$ cat config.mk
export PLATFORM = sky130hd
export DESIGN_NAME = tick_timer
export DESIGN_NICKNAME = d
export VERILOG_FILES = /design/src/rtl/tick_timer_pkg.sv /design/src/rtl/tick_timer_prescaler.sv /design/src/rtl/tick_timer_counter.sv /design/src/rtl/tick_timer.sv
export SDC_FILE = /design/constraint.sdc
export NUM_CORES = 1
export LEC_CHECK = 0
export ABC_AREA = 1
export BUFFER_PORTS_ARGS = -buffer_cell sky130_fd_sc_hd__buf_4
export CORE_UTILIZATION = 50
export CTS_CLUSTER_SIZE = 25
export DETAILED_ROUTE_END_ITERATION = 10
export PLACE_DENSITY = 0.83
export SYNTH_ARGS = -nofsm -noshare
export SYNTH_HDL_FRONTEND = slang
export SYNTH_HIERARCHICAL = 1
export SYNTH_SLANG_ARGS = --single-unit
$ cat constraint.sdc
create_clock -name clk_i -period 2.66 [get_ports clk_i]
set_input_delay 0.399 -clock clk_i [delete_from_list [all_inputs] [get_ports clk_i]]
set_output_delay 0.399 -clock clk_i [all_outputs]
set_load 0.1 [all_outputs]
$ cat src/rtl/tick_timer_pkg.sv
`timescale 1ns/1ps
package tick_timer_pkg;
  typedef enum logic [1:0] {
    SEL_COUNT = 2'd0,
    SEL_DIV   = 2'd1,
    SEL_ENTRY = 2'd2,
    SEL_NONE  = 2'd3
  } sel_e;

  localparam int unsigned VEC_W    = 8;
  localparam int unsigned MASK_BIT = 16;
  localparam int unsigned PER_BIT  = 17;
  localparam int unsigned SHIFT_W  = 3;

  typedef struct packed {
    logic             periodic;
    logic             mask;
    logic [VEC_W-1:0] vec;
  } entry_t;

  // code 7 wraps to shift 0 (divide by 1)
  function automatic logic [SHIFT_W-1:0] code_to_shift(input logic [SHIFT_W-1:0] code);
    return code + SHIFT_W'(1);
  endfunction
endpackage

$ cat src/rtl/tick_timer_prescaler.sv
`timescale 1ns/1ps
module tick_timer_prescaler #(
  parameter int unsigned SHIFT_W = 3
) (
  input  logic               clk_i,
  input  logic               rst_ni,
  input  logic               restart_i,
  input  logic               tick_i,
  input  logic [SHIFT_W-1:0] shift_i,
  output logic               step_o
);
  localparam int unsigned PRE_W = (1 << SHIFT_W) - 1;

  logic [PRE_W-1:0] pre_q;
  logic [PRE_W:0]   span_w;
  logic [PRE_W:0]   lim_w;
  logic             at_lim_w;

  assign span_w   = {{PRE_W{1'b0}}, 1'b1} << shift_i;
  assign lim_w    = span_w - 1'b1;
  // >= keeps a divider shrink mid-run from overrunning
  assign at_lim_w = {1'b0, pre_q} >= lim_w;
  assign step_o   = tick_i && !restart_i && at_lim_w;

  always_ff @(posedge clk_i or negedge rst_ni) begin
    if (!rst_ni)        pre_q <= '0;
    else if (restart_i) pre_q <= '0;
    else if (tick_i)    pre_q <= at_lim_w ? '0 : pre_q + 1'b1;
  end
endmodule

$ cat src/rtl/tick_timer_counter.sv
`timescale 1ns/1ps
module tick_timer_counter #(
  parameter int unsigned CNT_W = 32
) (
  input  logic             clk_i,
  input  logic             rst_ni,
  input  logic             load_i,
  input  logic [CNT_W-1:0] load_val_i,
  input  logic             step_i,
  input  logic             periodic_i,
  output logic [CNT_W-1:0] count_o,
  output logic [CNT_W-1:0] init_o,
  output logic             expire_o
);
  logic [CNT_W-1:0] init_q, cur_q;
  logic             loaded_q, done_q;
  logic             at_zero_w;

  assign at_zero_w = cur_q == '0;
  assign expire_o  = step_i && !load_i && loaded_q && at_zero_w &&
                     (periodic_i || (!done_q && init_q != '0));
  assign count_o   = cur_q;
  assign init_o    = init_q;

  always_ff @(posedge clk_i or negedge rst_ni) begin
    if (!rst_ni) begin
      init_q   <= '0;
      cur_q    <= '0;
      loaded_q <= 1'b0;
      done_q   <= 1'b0;
    end else if (load_i) begin
      init_q   <= load_val_i;
      cur_q    <= load_val_i;
      loaded_q <= 1'b1;
      done_q   <= 1'b0;
    end else if (step_i && loaded_q) begin
      if (!at_zero_w)      cur_q  <= cur_q - 1'b1;
      else if (periodic_i) cur_q  <= init_q;
      else                 done_q <= 1'b1;
    end
  end
endmodule

$ cat src/rtl/tick_timer.sv
`timescale 1ns/1ps
module tick_timer
  import tick_timer_pkg::*;
#(
  parameter int unsigned CNT_W = 32
) (
  input  logic             clk_i,
  input  logic             rst_ni,
  input  logic             tick_i,
  input  logic             wr_en_i,
  input  logic [1:0]       wr_sel_i,
  input  logic [CNT_W-1:0] wr_data_i,
  output logic [CNT_W-1:0] count_o,
  output logic             irq_o,
  output logic [VEC_W-1:0] irq_vec_o
);
  entry_t             entry_q;
  logic [SHIFT_W-1:0] div_code_q;
  logic               irq_q;
  logic [VEC_W-1:0]   vec_q;

  logic               load_w, step_w, expire_w;
  logic               mask_w, periodic_w;
  logic [CNT_W-1:0]   init_val;
  logic [SHIFT_W-1:0] shift_w;

  assign load_w     = wr_en_i && (wr_sel_i == SEL_COUNT);
  assign mask_w     = entry_q.mask;
  assign periodic_w = entry_q.periodic;
  assign shift_w    = code_to_shift(div_code_q);

  always_ff @(posedge clk_i or negedge rst_ni) begin
    if (!rst_ni) begin
      entry_q    <= '{periodic: 1'b0, mask: 1'b1, vec: '0};
      div_code_q <= '0;
    end else if (wr_en_i) begin
      unique case (wr_sel_i)
        SEL_DIV:   div_code_q <= {wr_data_i[3], wr_data_i[1:0]};
        SEL_ENTRY: entry_q    <= '{periodic: wr_data_i[PER_BIT],
                                   mask:     wr_data_i[MASK_BIT],
                                   vec:      wr_data_i[VEC_W-1:0]};
        default: ;
      endcase
    end
  end

  tick_timer_prescaler #(.SHIFT_W(SHIFT_W)) u_pre (
    .clk_i     (clk_i),
    .rst_ni    (rst_ni),
    .restart_i (load_w),
    .tick_i    (tick_i),
    .shift_i   (shift_w),
    .step_o    (step_w)
  );

  tick_timer_counter #(.CNT_W(CNT_W)) u_cnt (
    .clk_i      (clk_i),
    .rst_ni     (rst_ni),
    .load_i     (load_w),
    .load_val_i (wr_data_i),
    .step_i     (step_w),
    .periodic_i (periodic_w),
    .count_o    (count_o),
    .init_o     (init_val),
    .expire_o   (expire_w)
  );

  always_ff @(posedge clk_i or negedge rst_ni) begin
    if (!rst_ni) begin
      irq_q <= 1'b0;
      vec_q <= '0;
    end else begin
      irq_q <= expire_w && !mask_w;
      if (expire_w && !mask_w) vec_q <= entry_q.vec;
    end
  end

  assign irq_o     = irq_q;
  assign irq_vec_o = vec_q;
endmodule

# == Word-level counts from Yosys, hierarchy flattened ==
# Index checks and enable logic that the tools add are counted.
# word_totals
mem_bits_rw,0
n_memories,0
rom_bits,0
out_inout_bits,41
in_bits,38
wordCells,56
latchBits,0
register_bits,95
# op_classes
reduce_logical,24
mul,0
mux,11
order_cmp,1
div_mod_pow,0
n_shift,1
n_eq_ne,4
add_sub_neg,4
n_bitwise,0
# op_table
op,count
2-to-1 mux 32 bit,4
zero test 32 bit,1
nonzero test 32 bit,1
subtractor 32 x 1 -> 32 bit (second input constant),1
2-to-1 mux 7 bit,3
logical AND 1 bit,10
>= comparator 7 x 8 -> 1 bit,1
<< shifter 1 x 3 -> 8 bit (first input constant),1
subtractor 8 x 1 -> 8 bit (second input constant),1
adder 7 x 1 -> 7 bit (second input constant),1
AND reduction 2 bit,3
nonzero test 2 bit,3
2-to-1 mux 1 bit,4
adder 3 x 1 -> 3 bit (second input constant),1
zero test 1 bit,3
!= test 3 x 2 -> 1 bit (second input constant),1
AND reduction 3 bit,1
== test 2 x 1 -> 1 bit (second input constant),1
== test 2 bit (second input constant),1
zero test 2 bit,1
!= test 2 x 1 -> 1 bit (second input constant),1
logical OR 1 bit,1

# == Longest topological paths before layout ==
# logic_depth
depth_word,10
mapped_depth,20
mapped_depth_nobuf,20

# == By module ==
# The synthesis kept the hierarchy.
# by_module_without_submodules
module,cells_per_inst,instances,area_each_um2,seq_area_each_um2
tick_timer_counter,652,1,4414.2,1651.6
tick_timer,101,1,927.1,551.8
tick_timer_prescaler,93,1,643.1,175.2

# == Worst setup path before layout ==
# OpenSTA, ideal clock, no wires.
# synth_path
path_kind,register to register
from,register div_code_q[0]
to,"register vec_q[0], in the netlist irq_vec_o[0]"
n_path_buf,0
slack_ns,0.182
setup_time_ns,0.068
arrival_time_ns,2.411
period_less_slack_ns,2.478
path_stages_with_launch,16
cell_sequence,dfrtp_1 ha_1 xor2_1 nand3_1 ha_1 and3_1 nand2_2 a21oi_1 nand2_1 inv_1 nand4_1 a21oi_1 nand2_2 inv_2 nand2_1 nand2_1
# synth_between
elab_chain_len,10
# synth_lines
element,line_no,text
"start, declared",tick_timer.sv:18,logic [SHIFT_W-1:0] div_code_q;
"start signal, assigned",tick_timer.sv:38,"SEL_DIV: div_code_q <= {wr_data_i[3], wr_data_i[1:0]};"
adder 3 x 1 -> 3 bit,tick_timer_pkg.sv:23,return code + SHIFT_W'(1);
named net shift_w[2],tick_timer.sv:25,logic [SHIFT_W-1:0] shift_w;
<< shifter 1 x 3 -> 8 bit,tick_timer_prescaler.sv:19,"assign span_w = {{PRE_W{1'b0}}, 1'b1} << shift_i;"
subtractor 8 x 1 -> 8 bit,tick_timer_prescaler.sv:20,assign lim_w = span_w - 1'b1;
>= comparator 7 x 8 -> 1 bit,tick_timer_prescaler.sv:22,"assign at_lim_w = {1'b0, pre_q} >= lim_w;"
logical AND 1 bit,tick_timer_prescaler.sv:23,assign step_o = tick_i && !restart_i && at_lim_w;
named net step_w,tick_timer.sv:22,"logic load_w, step_w, expire_w;"
logical AND 1 bit (4 in a row),tick_timer_counter.sv:20,assign expire_o = step_i && !load_i && loaded_q && at_zero_w &&
named net expire_w,tick_timer.sv:22,
logical AND 1 bit,tick_timer.sv:74,if (expire_w && !mask_w) vec_q <= entry_q.vec;
"end signal, assigned",tick_timer.sv:74,
"end, declared",tick_timer.sv:20,logic [VEC_W-1:0] vec_q;
# The timed path passes the listed nets, and every way through them passes these cells.
# A chain may end at the register's enable or synchronous reset.

# == Worst setup path in the final report ==
# layout_path
from,register div_code_q[1]
to,"register vec_q[7], in the netlist irq_vec_o[7]"
# Same word-level chain as after synthesis.

==> results.yml <==
power:
  power.share.sequential_pct: 30.3
  switchingPower_mw: 4.053
  ir_worst_vdd_uv: 1034
  p_clk_share_pct: 17.8
  switching_share_pct: 52.74
  power.density_nw_per_um2: 1075
  power.leakage_nw: 3.806
  intPower_mw: 3.632
  p_comb_share_pct: 51.9
detailed_routing:
  drt_iter0_drc: 543
  vias: 5757
  dr.pass1.iters: 9
  route.detailed.drc: 15
  via_per_inst: 5.350
  wl_per_cell_um: 14.76
  postRouteWirelength_mm: 15.89
  ant_nets: 0
placed_design:
  io_buffers: 78
  dpl.hpwl_mm: 11.43
  dpl_cell_area_um2: 6741
  gp_congestion: 0.9945
  pre_cts_slack_ns: -0.1073
clock_tree:
  cts_buffers: 9
  clk_latency_ns: 0.35
  cts_tree: "yes"
  clockBufferDepth: 2
  clkTransAtPathRegs_ns: 0.07
  cts_root_buf: "clkbuf_16"
  cts.htree.levels: 3
  cts_sinks: 95
synth:
  synth_top_family_by_area: "simple AND/OR/NAND/NOR gates"
  synthMuxAreaShare_pct: 0
  synth_flop_cell: "dfrtp_1"
  synth_edf_count: 0
  synth_area_leaders: "dfrtp_1 (39%), nand2_1 (18%), nor2_1 (6.1%)"
  synth_most_common_cell: "nand2_1"
  ys_async_sr_fraction_pct: 100.0
  synth-adder-area-share_pct: 2.300
  synthCells: 846
  seq_area_frac_synth_pct: 39.74
  synthSimpleGateAreaFrac_pct: 39.79
  synth_area_um2: 5984
  synth_common_cells: "nand2_1 (291), nor2_1 (97), dfrtp_1 (94), inv_1 (86), nand3_1 (68)"
  synth.top_cell.area_share_pct: 39.31
  synth_top_area_cell: "dfrtp_1"
  synthXorXnorAreaFrac_pct: 1.317
  syn_area_per_cell_um2: 7.074
  synth_warnings: 6
  ys_ff_latch: 95
  synth_compound_area_share_pct: 8.008
  ys_types: 38
  synth_nets: 895
floorplanning:
  io-pin-count: 79
  core-area_um2: 11560
  die_w_um: 111.4
  dieArea_um2: 12410
  die_h_um: 111.4
  initial_core_util_pct: 51.75
  rows: 39
critical_path:
  slowest_delay_ns: 0.38
  worstSetupStartpointType: "register"
  arrival_ns: 2.85
  path_max_fanout: 6
  required_ns: 2.95
  path_cells: "ha_2, xor2_4, nand3_2, ha_4, and3_1, nand2_2, a21oi_2, nand2_1, inv_2, nand4_1, a21oi_2, nand2_4, inv_4, nand2_1, nand2_1"
  cp_slowest_cell: "dfrtp_1"
  path_class: "reg2reg"
  cp-end-kind: "register"
  crit_top_cell: "nand2_1"
timing:
  hold_viol: 0
  min_period_ns: 2.552
  rsz0062_at_grt: "yes"
  fmax_mhz: 391.8
  period_share_pct: 95.95
  finalSetupViolations: 0
  worst_pin_slew_ns: 0.6564
  clock_skew_ns: 0.008660
  fin_ws_ns: 0.1078
  drv_slew: 0
  relSlewSlack_pct: 56.24
status:
  violations: "DRC"
  status: "complete, but fails checks"
job:
  cap_violations: 0
finish:
  area_delta_synth_final_pct: 19.42
  diodes: 0
  nets: 977
  drive_gt1_share_pct: 20.36
  finish.instance_area_um2: 7147
global_routing:
  antenna_found_initial: 0
  grt_pass1_vias: 5215
  track_usage_pct: 26.45
  grt_pass1_wl_mm: 25.93
  grt_max_degree: 51
  grt_overflow_total: 0
worst_hold_path:
  min_path_type: "in2async"
[worst paths after layout]
check                           cells after the start                            to  slack (ns)                 startpoint
worst max-delay path                               15      irq_vec_o[7]$_DFFE_PN0P_        0.11  div_code_q[1]$_DFFE_PN0P_
worst min-delay path                                1      irq_vec_o[6]$_DFFE_PN0P_        0.07                     rst_ni
worst max register to register                     15      irq_vec_o[7]$_DFFE_PN0P_        0.11  div_code_q[1]$_DFFE_PN0P_
worst min register to register                      2        entry_q[6]$_DFFE_PN0P_        0.47     entry_q[6]$_DFFE_PN0P_
max in group asynchronous                           2            mask_w$_DFFE_PN1P_        1.87                     rst_ni
min in group clk_i                                  3  u_cnt/init_o[30]$_DFFE_PN0P_        0.28              wr_data_i[30]
[sequential cells by signal, summed over array words and instances (netlist names), 3 cells and up]
| name | flops |
|---|---|
| div_code_q | 3 |
| entry_q | 8 |
| irq_vec_o | 8 |
| u_cnt/count_o | 32 |
| u_cnt/init_o | 32 |
| u_pre/pre_q | 7 |
[power by group through the flow]
stage / Sequential (mW) / Clock, mW / Combinational, mW
global placement: 2.33 / 0 / 3.87
CTS: 2.32 / 1.39 / 3.94
finish: 2.33 / 1.37 / 3.99
floorplan: 3.71 / 0 / 1.64
detailed placement: 2.34 / 0 / 3.92
global route: 2.38 / 1.45 / 4.28
[metal layers]
| metal | vias to the layer above | wire, um | part of all wire (%) | global-route usage (%) |
|---|---|---|---|---|
| li1 | 2842 | - | - | - |
| met5 | - | 0 | 0 | 0 |
| met4 | 0 | 247 | 1.6 | 7.838 |
| met2 | 208 | 7271 | 46 | 42.17 |
| met3 | 21 | 1098 | 6.9 | 4.464 |
| met1 | 2686 | 7268 | 46 | 37.09 |
[per-stage QoR]
stage | TNS (ns) | cells | total power [mW] | hold slack, ns | utilization [%]
3_5_place_dp | -0.7912 | 1057 | 6.256 | 0.4579 | 58.29
6_report | 0 | 1076 | 7.685 | 0.07107 | 61.80
4_1_cts | 0 | 1075 | 7.652 | 0.09447 | 61.27
3_3_place_gp | 0 | 1057 | 6.203 | 0.4547 | 58.29
5_1_grt | -0.8866 | 1076 | 8.116 | 0.1238 | 61.80
2_1_floorplan | 0 | 846 | 5.343 | 0.1034 | -
[kinds of logic after synthesis]
logic type	count (synthesis)
DFF	95
xor gates and xnor gates	9
and+or+nand+nor	531
buffers and inverters	118
adders and majority gates	11
AOI/OAI and AO/OA	82
[critical path, delay by kind of cell, from the launching register on]
| kind | cells | cell delay, ns |
|---|---|---|
| AO/OA/AOI/OAI | 2 | 0.37 |
| XOR/XNOR | 1 | 0.24 |
| adder cells (fa/ha/maj) | 2 | 0.52 |
| buffers and inverters | 2 | 0.17 |
| flip-flops | 1 | 0.38 |
| AND/OR/NAND/NOR | 8 | 0.80 |
[cell usage in the layout, fill, tap and decap left out, drive strengths merged, types with 2 or more instances in the layout]
master,synthesis,layout
nand2,301,302
nor2,123,123
inv,92,96
dfrtp,94,94
buf,19,94
nand3,71,71
a21oi,45,45
o21ai,35,35
nand4,25,25
ha,11,11
clkbuf,6,10
xor2,5,5
or2,5,5
nor4,4,4
xnor2,4,4
clkinv,1,2
[repair_timing]
action | CTS | global route
setup buffers | 0 | 2
gates cloned | 2 | 0
resized for setup | 6 | 11
endpoints found under the setup margin | 9 | 27
pin swaps | 1 | 5
hold buffers | 0 | 0
[layout make-up]
type	count	area, um^2
repair inverters	1	7.507
flip-flops and latches	95	2379
repair buffers	94	755.7
clock inverters	6	73.82
multi-input cells	634	3159
fillers	1083	4418
well taps	143	178.9
inverters	93	354.1
clock buffers	10	239.0
(Power assumes the default switching activity.)
